==> src/rtl/spi_fe_pkg.sv <==
package spi_fe_pkg;

  localparam int OP_W   = 8;
  localparam int BYTE_W = 8;

  typedef enum logic [2:0] {
    PH_OP,
    PH_ADDR,
    PH_WDATA,
    PH_RDATA,
    PH_DONE
  } phase_t;

  localparam logic [OP_W-1:0] OP_READ   = 8'h03;
  localparam logic [OP_W-1:0] OP_DREAD  = 8'h3B;
  localparam logic [OP_W-1:0] OP_PROG   = 8'h02;
  localparam logic [OP_W-1:0] OP_ER_4K  = 8'h20;
  localparam logic [OP_W-1:0] OP_ER_32K = 8'h52;
  localparam logic [OP_W-1:0] OP_ER_64K = 8'hD8;
  localparam logic [OP_W-1:0] OP_ER_PG  = 8'h81;

  function automatic logic takes_addr(input logic [OP_W-1:0] op);
    case (op)
      OP_READ, OP_DREAD, OP_PROG, OP_ER_4K, OP_ER_32K, OP_ER_64K, OP_ER_PG:
        return 1'b1;
      default:
        return 1'b0;
    endcase
  endfunction

  function automatic logic is_read(input logic [OP_W-1:0] op);
    return (op == OP_READ) || (op == OP_DREAD);
  endfunction

  function automatic logic is_dual(input logic [OP_W-1:0] op);
    return op == OP_DREAD;
  endfunction

  function automatic logic is_prog(input logic [OP_W-1:0] op);
    return op == OP_PROG;
  endfunction

  // bits presented per falling edge
  function automatic logic [3:0] lane_step(input logic dual);
    return dual ? 4'd2 : 4'd1;
  endfunction

  function automatic logic [BYTE_W-1:0] shift_out(input logic [BYTE_W-1:0] v,
                                                  input logic dual);
    return dual ? {v[BYTE_W-3:0], 2'b00} : {v[BYTE_W-2:0], 1'b0};
  endfunction

endpackage

==> src/rtl/spi_fe_sync.sv <==
module spi_fe_sync #(
  parameter int W = 4,
  parameter int STAGES = 2,
  parameter logic [W-1:0] RST_VAL = '0
) (
  input  logic         clk,
  input  logic         rst_n,
  input  logic [W-1:0] d,
  output logic [W-1:0] q
);

  logic [W-1:0] st [STAGES];

  for (genvar g = 0; g < STAGES; g++) begin : g_stage
    if (g == 0) begin : g_first
      always_ff @(posedge clk or negedge rst_n) begin
        if (!rst_n) st[g] <= RST_VAL;
        else        st[g] <= d;
      end
    end else begin : g_rest
      always_ff @(posedge clk or negedge rst_n) begin
        if (!rst_n) st[g] <= RST_VAL;
        else        st[g] <= st[g-1];
      end
    end
  end

  assign q = st[STAGES-1];

endmodule

==> src/rtl/spi_fe_rx.sv <==
module spi_fe_rx
  import spi_fe_pkg::*;
#(
  parameter int ADDR_W = 24
) (
  input  logic              clk,
  input  logic              rst_n,
  input  logic              sel,
  input  logic              rise_ev,
  input  logic              si,
  output logic              cmd_valid,
  output logic [OP_W-1:0]   cmd_op,
  output logic [ADDR_W-1:0] cmd_addr,
  output logic              wr_valid,
  output logic [BYTE_W-1:0] wr_data
);

  localparam int CNT_W = $clog2(ADDR_W);
  localparam logic [CNT_W-1:0] OP_LAST   = CNT_W'(OP_W - 1);
  localparam logic [CNT_W-1:0] ADDR_LAST = CNT_W'(ADDR_W - 1);
  localparam logic [CNT_W-1:0] BYTE_LAST = CNT_W'(BYTE_W - 1);

  phase_t            phase;
  logic [CNT_W-1:0]  cnt;
  logic [OP_W-1:0]   op_sh;
  logic [ADDR_W-1:0] addr_sh;
  logic [BYTE_W-1:0] byte_sh;

  logic [OP_W-1:0]   op_next;
  logic [ADDR_W-1:0] addr_next;
  logic [BYTE_W-1:0] byte_next;

  assign op_next   = {op_sh[OP_W-2:0], si};
  assign addr_next = {addr_sh[ADDR_W-2:0], si};
  assign byte_next = {byte_sh[BYTE_W-2:0], si};

  always_ff @(posedge clk or negedge rst_n) begin
    if (!rst_n) begin
      phase     <= PH_OP;
      cnt       <= '0;
      op_sh     <= '0;
      addr_sh   <= '0;
      byte_sh   <= '0;
      cmd_valid <= 1'b0;
      cmd_op    <= '0;
      cmd_addr  <= '0;
      wr_valid  <= 1'b0;
      wr_data   <= '0;
    end else begin
      cmd_valid <= 1'b0;
      wr_valid  <= 1'b0;
      if (!sel) begin
        phase <= PH_OP;
        cnt   <= '0;
      end else if (rise_ev) begin
        unique case (phase)
          PH_OP: begin
            op_sh <= op_next;
            if (cnt == OP_LAST) begin
              cnt <= '0;
              if (takes_addr(op_next)) begin
                phase <= PH_ADDR;
              end else begin
                phase     <= PH_DONE;
                cmd_valid <= 1'b1;
                cmd_op    <= op_next;
                cmd_addr  <= '0;
              end
            end else begin
              cnt <= cnt + 1'b1;
            end
          end
          PH_ADDR: begin
            addr_sh <= addr_next;
            if (cnt == ADDR_LAST) begin
              cnt       <= '0;
              cmd_valid <= 1'b1;
              cmd_op    <= op_sh;
              cmd_addr  <= addr_next;
              if (is_read(op_sh))      phase <= PH_RDATA;
              else if (is_prog(op_sh)) phase <= PH_WDATA;
              else                     phase <= PH_DONE;
            end else begin
              cnt <= cnt + 1'b1;
            end
          end
          PH_WDATA: begin
            byte_sh <= byte_next;
            if (cnt == BYTE_LAST) begin
              cnt      <= '0;
              wr_valid <= 1'b1;
              wr_data  <= byte_next;
            end else begin
              cnt <= cnt + 1'b1;
            end
          end
          default: ;
        endcase
      end
    end
  end

endmodule

==> src/rtl/spi_fe_tx.sv <==
module spi_fe_tx
  import spi_fe_pkg::*;
(
  input  logic              clk,
  input  logic              rst_n,
  input  logic              sel,
  input  logic              on_hold,
  input  logic              fall_ev,
  input  logic              rd_start,
  input  logic              rd_dual,
  output logic              rd_req,
  input  logic [BYTE_W-1:0] rd_data,
  output logic              io1_out,
  output logic              io1_oe,
  output logic              io0_out,
  output logic              io0_oe
);

  localparam logic [3:0] FULL = 4'(BYTE_W);

  logic [BYTE_W-1:0] sh;
  logic [BYTE_W-1:0] nxt;
  logic [3:0]        left;
  logic              active;
  logic              started;
  logic              dual_q;
  logic              req_q;
  logic              pend;
  logic              drive;

  always_ff @(posedge clk or negedge rst_n) begin
    if (!rst_n) begin
      sh      <= '0;
      nxt     <= '0;
      left    <= '0;
      active  <= 1'b0;
      started <= 1'b0;
      dual_q  <= 1'b0;
      req_q   <= 1'b0;
      pend    <= 1'b0;
    end else begin
      req_q <= 1'b0;
      pend  <= req_q;
      if (pend) nxt <= rd_data;
      if (!sel) begin
        active  <= 1'b0;
        started <= 1'b0;
        left    <= '0;
        dual_q  <= 1'b0;
      end else if (rd_start) begin
        active <= 1'b1;
        dual_q <= rd_dual;
        req_q  <= 1'b1;
      end else if (fall_ev && active) begin
        if (left == '0) begin
          sh      <= nxt;
          left    <= FULL - lane_step(dual_q);
          req_q   <= 1'b1;
          started <= 1'b1;
        end else begin
          sh   <= shift_out(sh, dual_q);
          left <= left - lane_step(dual_q);
        end
      end
    end
  end

  assign drive   = started && sel && !on_hold;
  assign rd_req  = req_q;
  assign io1_out = sh[BYTE_W-1];
  assign io0_out = sh[BYTE_W-2];
  assign io1_oe  = drive;
  assign io0_oe  = drive && dual_q;

endmodule

==> src/rtl/spi_flash_front.sv <==
module spi_flash_front
  import spi_fe_pkg::*;
#(
  parameter int ADDR_W = 24,
  parameter int SYNC_STAGES = 2
) (
  input  logic              clk,
  input  logic              rst_n,
  input  logic              cs_n,
  input  logic              sck,
  input  logic              si,
  input  logic              hold_n,
  output logic              io1_out,
  output logic              io1_oe,
  output logic              io0_out,
  output logic              io0_oe,
  output logic              cmd_valid,
  output logic [7:0]        cmd_op,
  output logic [ADDR_W-1:0] cmd_addr,
  output logic              wr_valid,
  output logic [7:0]        wr_data,
  output logic              rd_req,
  input  logic [7:0]        rd_data
);

  // pin order {cs_n, sck, si, hold_n}; idle: deselected, clock low, no hold
  localparam logic [3:0] PIN_IDLE = 4'b1001;

  logic [3:0] pins_s;
  logic cs_s, sck_s, si_s, hold_s;
  logic sck_prev;
  logic on_hold;
  logic sel;
  logic rise_ev;
  logic fall_ev;
  logic rd_start;
  logic rd_dual;

  spi_fe_sync #(.W(4), .STAGES(SYNC_STAGES), .RST_VAL(PIN_IDLE)) u_sync (
    .clk   (clk),
    .rst_n (rst_n),
    .d     ({cs_n, sck, si, hold_n}),
    .q     (pins_s)
  );

  assign {cs_s, sck_s, si_s, hold_s} = pins_s;
  assign sel = !cs_s;

  always_ff @(posedge clk or negedge rst_n) begin
    if (!rst_n) begin
      sck_prev <= 1'b0;
      on_hold  <= 1'b0;
    end else begin
      sck_prev <= sck_s;
      if (!sel)                          on_hold <= 1'b0;
      else if (!on_hold && !hold_s && !sck_s) on_hold <= 1'b1;
      else if (on_hold && hold_s)        on_hold <= 1'b0;
    end
  end

  assign rise_ev  = sel && !on_hold && sck_s && !sck_prev;
  assign fall_ev  = sel && !on_hold && !sck_s && sck_prev;
  assign rd_start = cmd_valid && is_read(cmd_op);
  assign rd_dual  = is_dual(cmd_op);

  spi_fe_rx #(.ADDR_W(ADDR_W)) u_rx (
    .clk       (clk),
    .rst_n     (rst_n),
    .sel       (sel),
    .rise_ev   (rise_ev),
    .si        (si_s),
    .cmd_valid (cmd_valid),
    .cmd_op    (cmd_op),
    .cmd_addr  (cmd_addr),
    .wr_valid  (wr_valid),
    .wr_data   (wr_data)
  );

  spi_fe_tx u_tx (
    .clk      (clk),
    .rst_n    (rst_n),
    .sel      (sel),
    .on_hold  (on_hold),
    .fall_ev  (fall_ev),
    .rd_start (rd_start),
    .rd_dual  (rd_dual),
    .rd_req   (rd_req),
    .rd_data  (rd_data),
    .io1_out  (io1_out),
    .io1_oe   (io1_oe),
    .io0_out  (io0_out),
    .io0_oe   (io0_oe)
  );

endmodule

==> config.mk <==
export PLATFORM = sky130hd
export DESIGN_NAME = spi_flash_front
export DESIGN_NICKNAME = d
export VERILOG_FILES = /design/src/rtl/spi_fe_pkg.sv /design/src/rtl/spi_fe_sync.sv /design/src/rtl/spi_fe_rx.sv /design/src/rtl/spi_fe_tx.sv /design/src/rtl/spi_flash_front.sv
export SDC_FILE = /design/constraint.sdc
export NUM_CORES = 1
export LEC_CHECK = 0
export ABC_CLOCK_PERIOD_IN_PS = 2700
export BUFFER_PORTS_ARGS = -buffer_cell sky130_fd_sc_hd__buf_2
export CAP_MARGIN = 30
export CORE_MARGIN = 2
export CORE_UTILIZATION = 55
export DETAILED_ROUTE_END_ITERATION = 16
export PLACE_DENSITY = 0.86
export SLEW_MARGIN = 20
export SYNTH_ARGS = -nofsm -noshare
export SYNTH_HDL_FRONTEND = slang
export SYNTH_SLANG_ARGS = --single-unit
==> constraint.sdc <==
create_clock -name clk -period 2.7 [get_ports clk]
set_input_delay 0.54 -clock clk [delete_from_list [all_inputs] [get_ports clk]]
set_output_delay 0.54 -clock clk [all_outputs]
set_load 0.03 [all_outputs]
==> flow_metrics.env <==
export IMPL_drc=0
export IMPL_netlist_area_mm2=0.00518
export IMPL_power_density_mw_per_mm2=719
export IMPL_portBuffers=60
export IMPL_start_kind="register"
export IMPL_finalSetupTns_ps=0
export IMPL_yosysTopAreaCell="dfrtp_1"
export IMPL_synth_cell_types=51
export IMPL_place_inst=573
export IMPL_yosysMostFrequentCell="dfrtp_1"
export IMPL_wl_met1_um=4440
export IMPL_p_leak_nw=3.14
export IMPL_cts_buffers_inserted=17
export IMPL_track_usage_pct=21.9
export IMPL_design_area_mm2=0.00622
export IMPL_cts_root_buf="clkbuf_8"
export IMPL_drive_gt1_share_pct=36.2
export IMPL_synth_commonest_cells="119 x dfrtp_1, 56 x mux2_2, 42 x nand2_1, 28 x nor2_1, 25 x a22o_1"
export IMPL_post_drt_wl_per_cell_um=17.1
export IMPL_synth_async_reset_ratio_pct=100
export IMPL_n_fill_cell=633
export IMPL_antenna_found_initial=0
export IMPL_ys_flop_type="dfrtp_1"
export IMPL_wl_um=10300
export IMPL_htree_levels=4
export IMPL_netlist_top_cells_area="dfrtp_1 57%, mux2_2 12%, a22o_1 4.2%"
export IMPL_rsz0062_at_grt="no"
export IMPL_ctsHoldBuffers=1
export IMPL_slew_violations=0
export IMPL_r2r_start="u_rx.op_sh[3]"
export IMPL_synth_nets=434
export IMPL_yosysSeqAreaShare_pct=59.5
export IMPL_start_util_pct=56.4
export IMPL_area_growth_pct=20.0
export IMPL_die_area_mm2=0.0102
export IMPL_drtAntennaViolNets=0
export IMPL_cts_sinks=123
export IMPL_final_cells=606
export IMPL_nNetsFinal=500
export IMPL_syn_area_per_cell_um2=12.5
export IMPL_dr_wl_met2_um=5100
export IMPL_finalHoldViolCount=0
export IMPL_first_pass_iters=7
export IMPL_top_layer="met4"
export IMPL_cts_max_path_buffers=2
export IMPL_io_pin_count=61
export IMPL_cts_tree="yes"
export IMPL_synth_top_area_share_pct=57.5
export IMPL_fin_crit_ps=2520
export IMPL_gp_congestion=0.840
export IMPL_vias=3457
export IMPL_hold_path_class="input port to register"
export IMPL_endpoint_kind="register"
export IMPL_avgViaCountPerCell=5.70
export IMPL_clkLatencyLatePin_ps=520
export IMPL_drt_iter0_markers=192
export IMPL_crit_required_ps=3150
export IMPL_postCtsSetupBuffers=0
export IMPL_ctsResizeCount=0
export IMPL_holdWs_ps=117
export IMPL_peakVddDrop_uv=451
export IMPL_grt_overflow_total=0
export IMPL_arrival_ps=2970
export IMPL_ys_warn_count=0
export IMPL_critPathMaxFanout=24
export IMPL_rows=35
export IMPL_core_area_mm2=0.00920
export IMPL_power_mw=4.47
export IMPL_critPathKind="register to register"
export IMPL_dp_hpwl_um=6750
export IMPL_tightest_slew_ps=574
export IMPL_final_setup_skew_ps=6.40
export IMPL_route_met3_wl_um=652
export IMPL_status="completed"
export IMPL_cts_clk_slew_worst_paths_ps=60
export IMPL_synth_edf_count=0
export IMPL_grt_pass1_vias=3589
export IMPL_ys_ff_latch=123
export IMPL_die_w_um=101
export IMPL_holdCritStartpoint="hold_n"
export IMPL_grt_max_degree=55
export IMPL_grt_pass1_wl_um=17100
export IMPL_synthCells=416
export IMPL_dieHeight_um=101
export IMPL_fmax_ghz=0.397
export IMPL_postPlaceCellArea_mm2=0.00563
export IMPL_fin_crit_sh_pct=93.3
export IMPL_antenna_cells=0
export IMPL_crit_start="u_rx.op_sh[3]"
export IMPL_relSlewSlack_pct=61.5
export IMPL_setup_viol=0
export IMPL_maxCapViolCount=0
power breakdown:
group	leakage [nW]	internal [mW]	total [mW]	switching (mW)
registers	1.68	1.90	1.99	0.0903
logic	1.18	0.157	0.313	0.155
clock network	0.276	1.38	2.17	0.788
path summary, 6_finish.rpt:
kind	end	slack [ps]	depth (start not counted)
worst max-delay path	u_rx.cmd_addr[1]	180	7
min in group asynchronous	u_tx.nxt[3]	510	2
max in group asynchronous	u_sync.q[0]	1580	3
worst min register to register	u_sync.q[2]	360	0
worst max register to register	u_rx.cmd_addr[1]	180	7
worst min-delay path	u_sync.st[4]	120	1
cell usage in the layout (no fill, tap or decap), types with 2 or more instances in the layout:
cell        synthesis  layout
and3_1              3       3
clkinvlp_4          0       4
o31ai_1             2       2
nor2_1             28      28
mux2i_1             7       7
nand3b_1            4       4
dfstp_2             4       4
nand4_1             2       2
dfrtp_1           119     119
inv_1               7       7
mux2_4              6       6
nor4_2              1       2
nor4_1              3       2
xnor2_1             5       5
o21ai_0            13      13
nand2b_1            3       3
buf_4               2      12
or4_1               3       3
buf_2               0      59
ha_1                3       3
clkinv_2            0       4
nor3_1              5       5
nand3_1             6       6
a22o_1             25      25
buf_12              0       2
mux2_2             56      56
nor4b_1             2       2
and4b_1             2       2
a21oi_1            16      16
bufinv_16           0       2
clkbuf_8            0       4
clkbuf_16           0      16
nand2_1            42      42
critical path: stages, from the launching register on:
cell and delay [ps]:
dfrtp_1 470, or3_4 390, or4_1 520, o211ai_2 90, nor4_2 90, o21bai_4 340
buf_4 350, a22o_1 200
cell families (layout without fill, tap and decap cells):
family | after synthesis | in the layout | share of synthesized area, %
muxes | 69 | 69 | 15.3
buffers and inverters | 35 | 114 | 2.97
DFF | 123 | 123 | 59.5
xor gates and xnor gates | 5 | 5 | 0.845
and+or+nand+nor | 115 | 115 | 11.3
adders and majority gates | 4 | 4 | 1.11
AOI/OAI and AO/OA | 65 | 65 | 8.98
state kept, by name, summed over array words and instances, names as in the netlist, 3 cells and up:
register,cells
u_rx.cmd_op,8
u_rx.cmd_addr,24
u_rx.addr_sh,23
u_tx.sh,8
u_tx.nxt,8
u_sync.q,4
u_rx.byte_sh,7
u_rx.wr_data,8
u_rx.op_sh,8
u_tx.left,4
u_rx.cnt,5
u_sync.st,4
u_rx.phase,3
per-stage QoR:
step / setup WS [ps] / util [%]
floorplan: 372 / -
global placement: 289 / 61.2
detailed placement: 211 / 61.2
CTS: 189 / 67.6
global route: 80.8 / 67.6
finish: 182 / 67.6
final cells by class:
type / instances / area (µm²) / area share, %
tap: 111 / 139 / 2.23
clock inverter: 11 / 119 / 1.91
sequential: 123 / 3080 / 49.6
clock buffer: 21 / 459 / 7.39
inverter: 8 / 30.0 / 0.483
multi-input combinational: 258 / 1950 / 31.4
timing repair buffer: 74 / 435 / 7.00
per-layer routing:
metal | track usage (%) | up-vias
met5 | 0 | -
met4 | 8.63 | 0
met3 | 8.46 | 16
met2 | 35.2 | 118
met1 | 26.7 | 1720
li1 | - | 1603
Power figures use the tool's default switching activity.
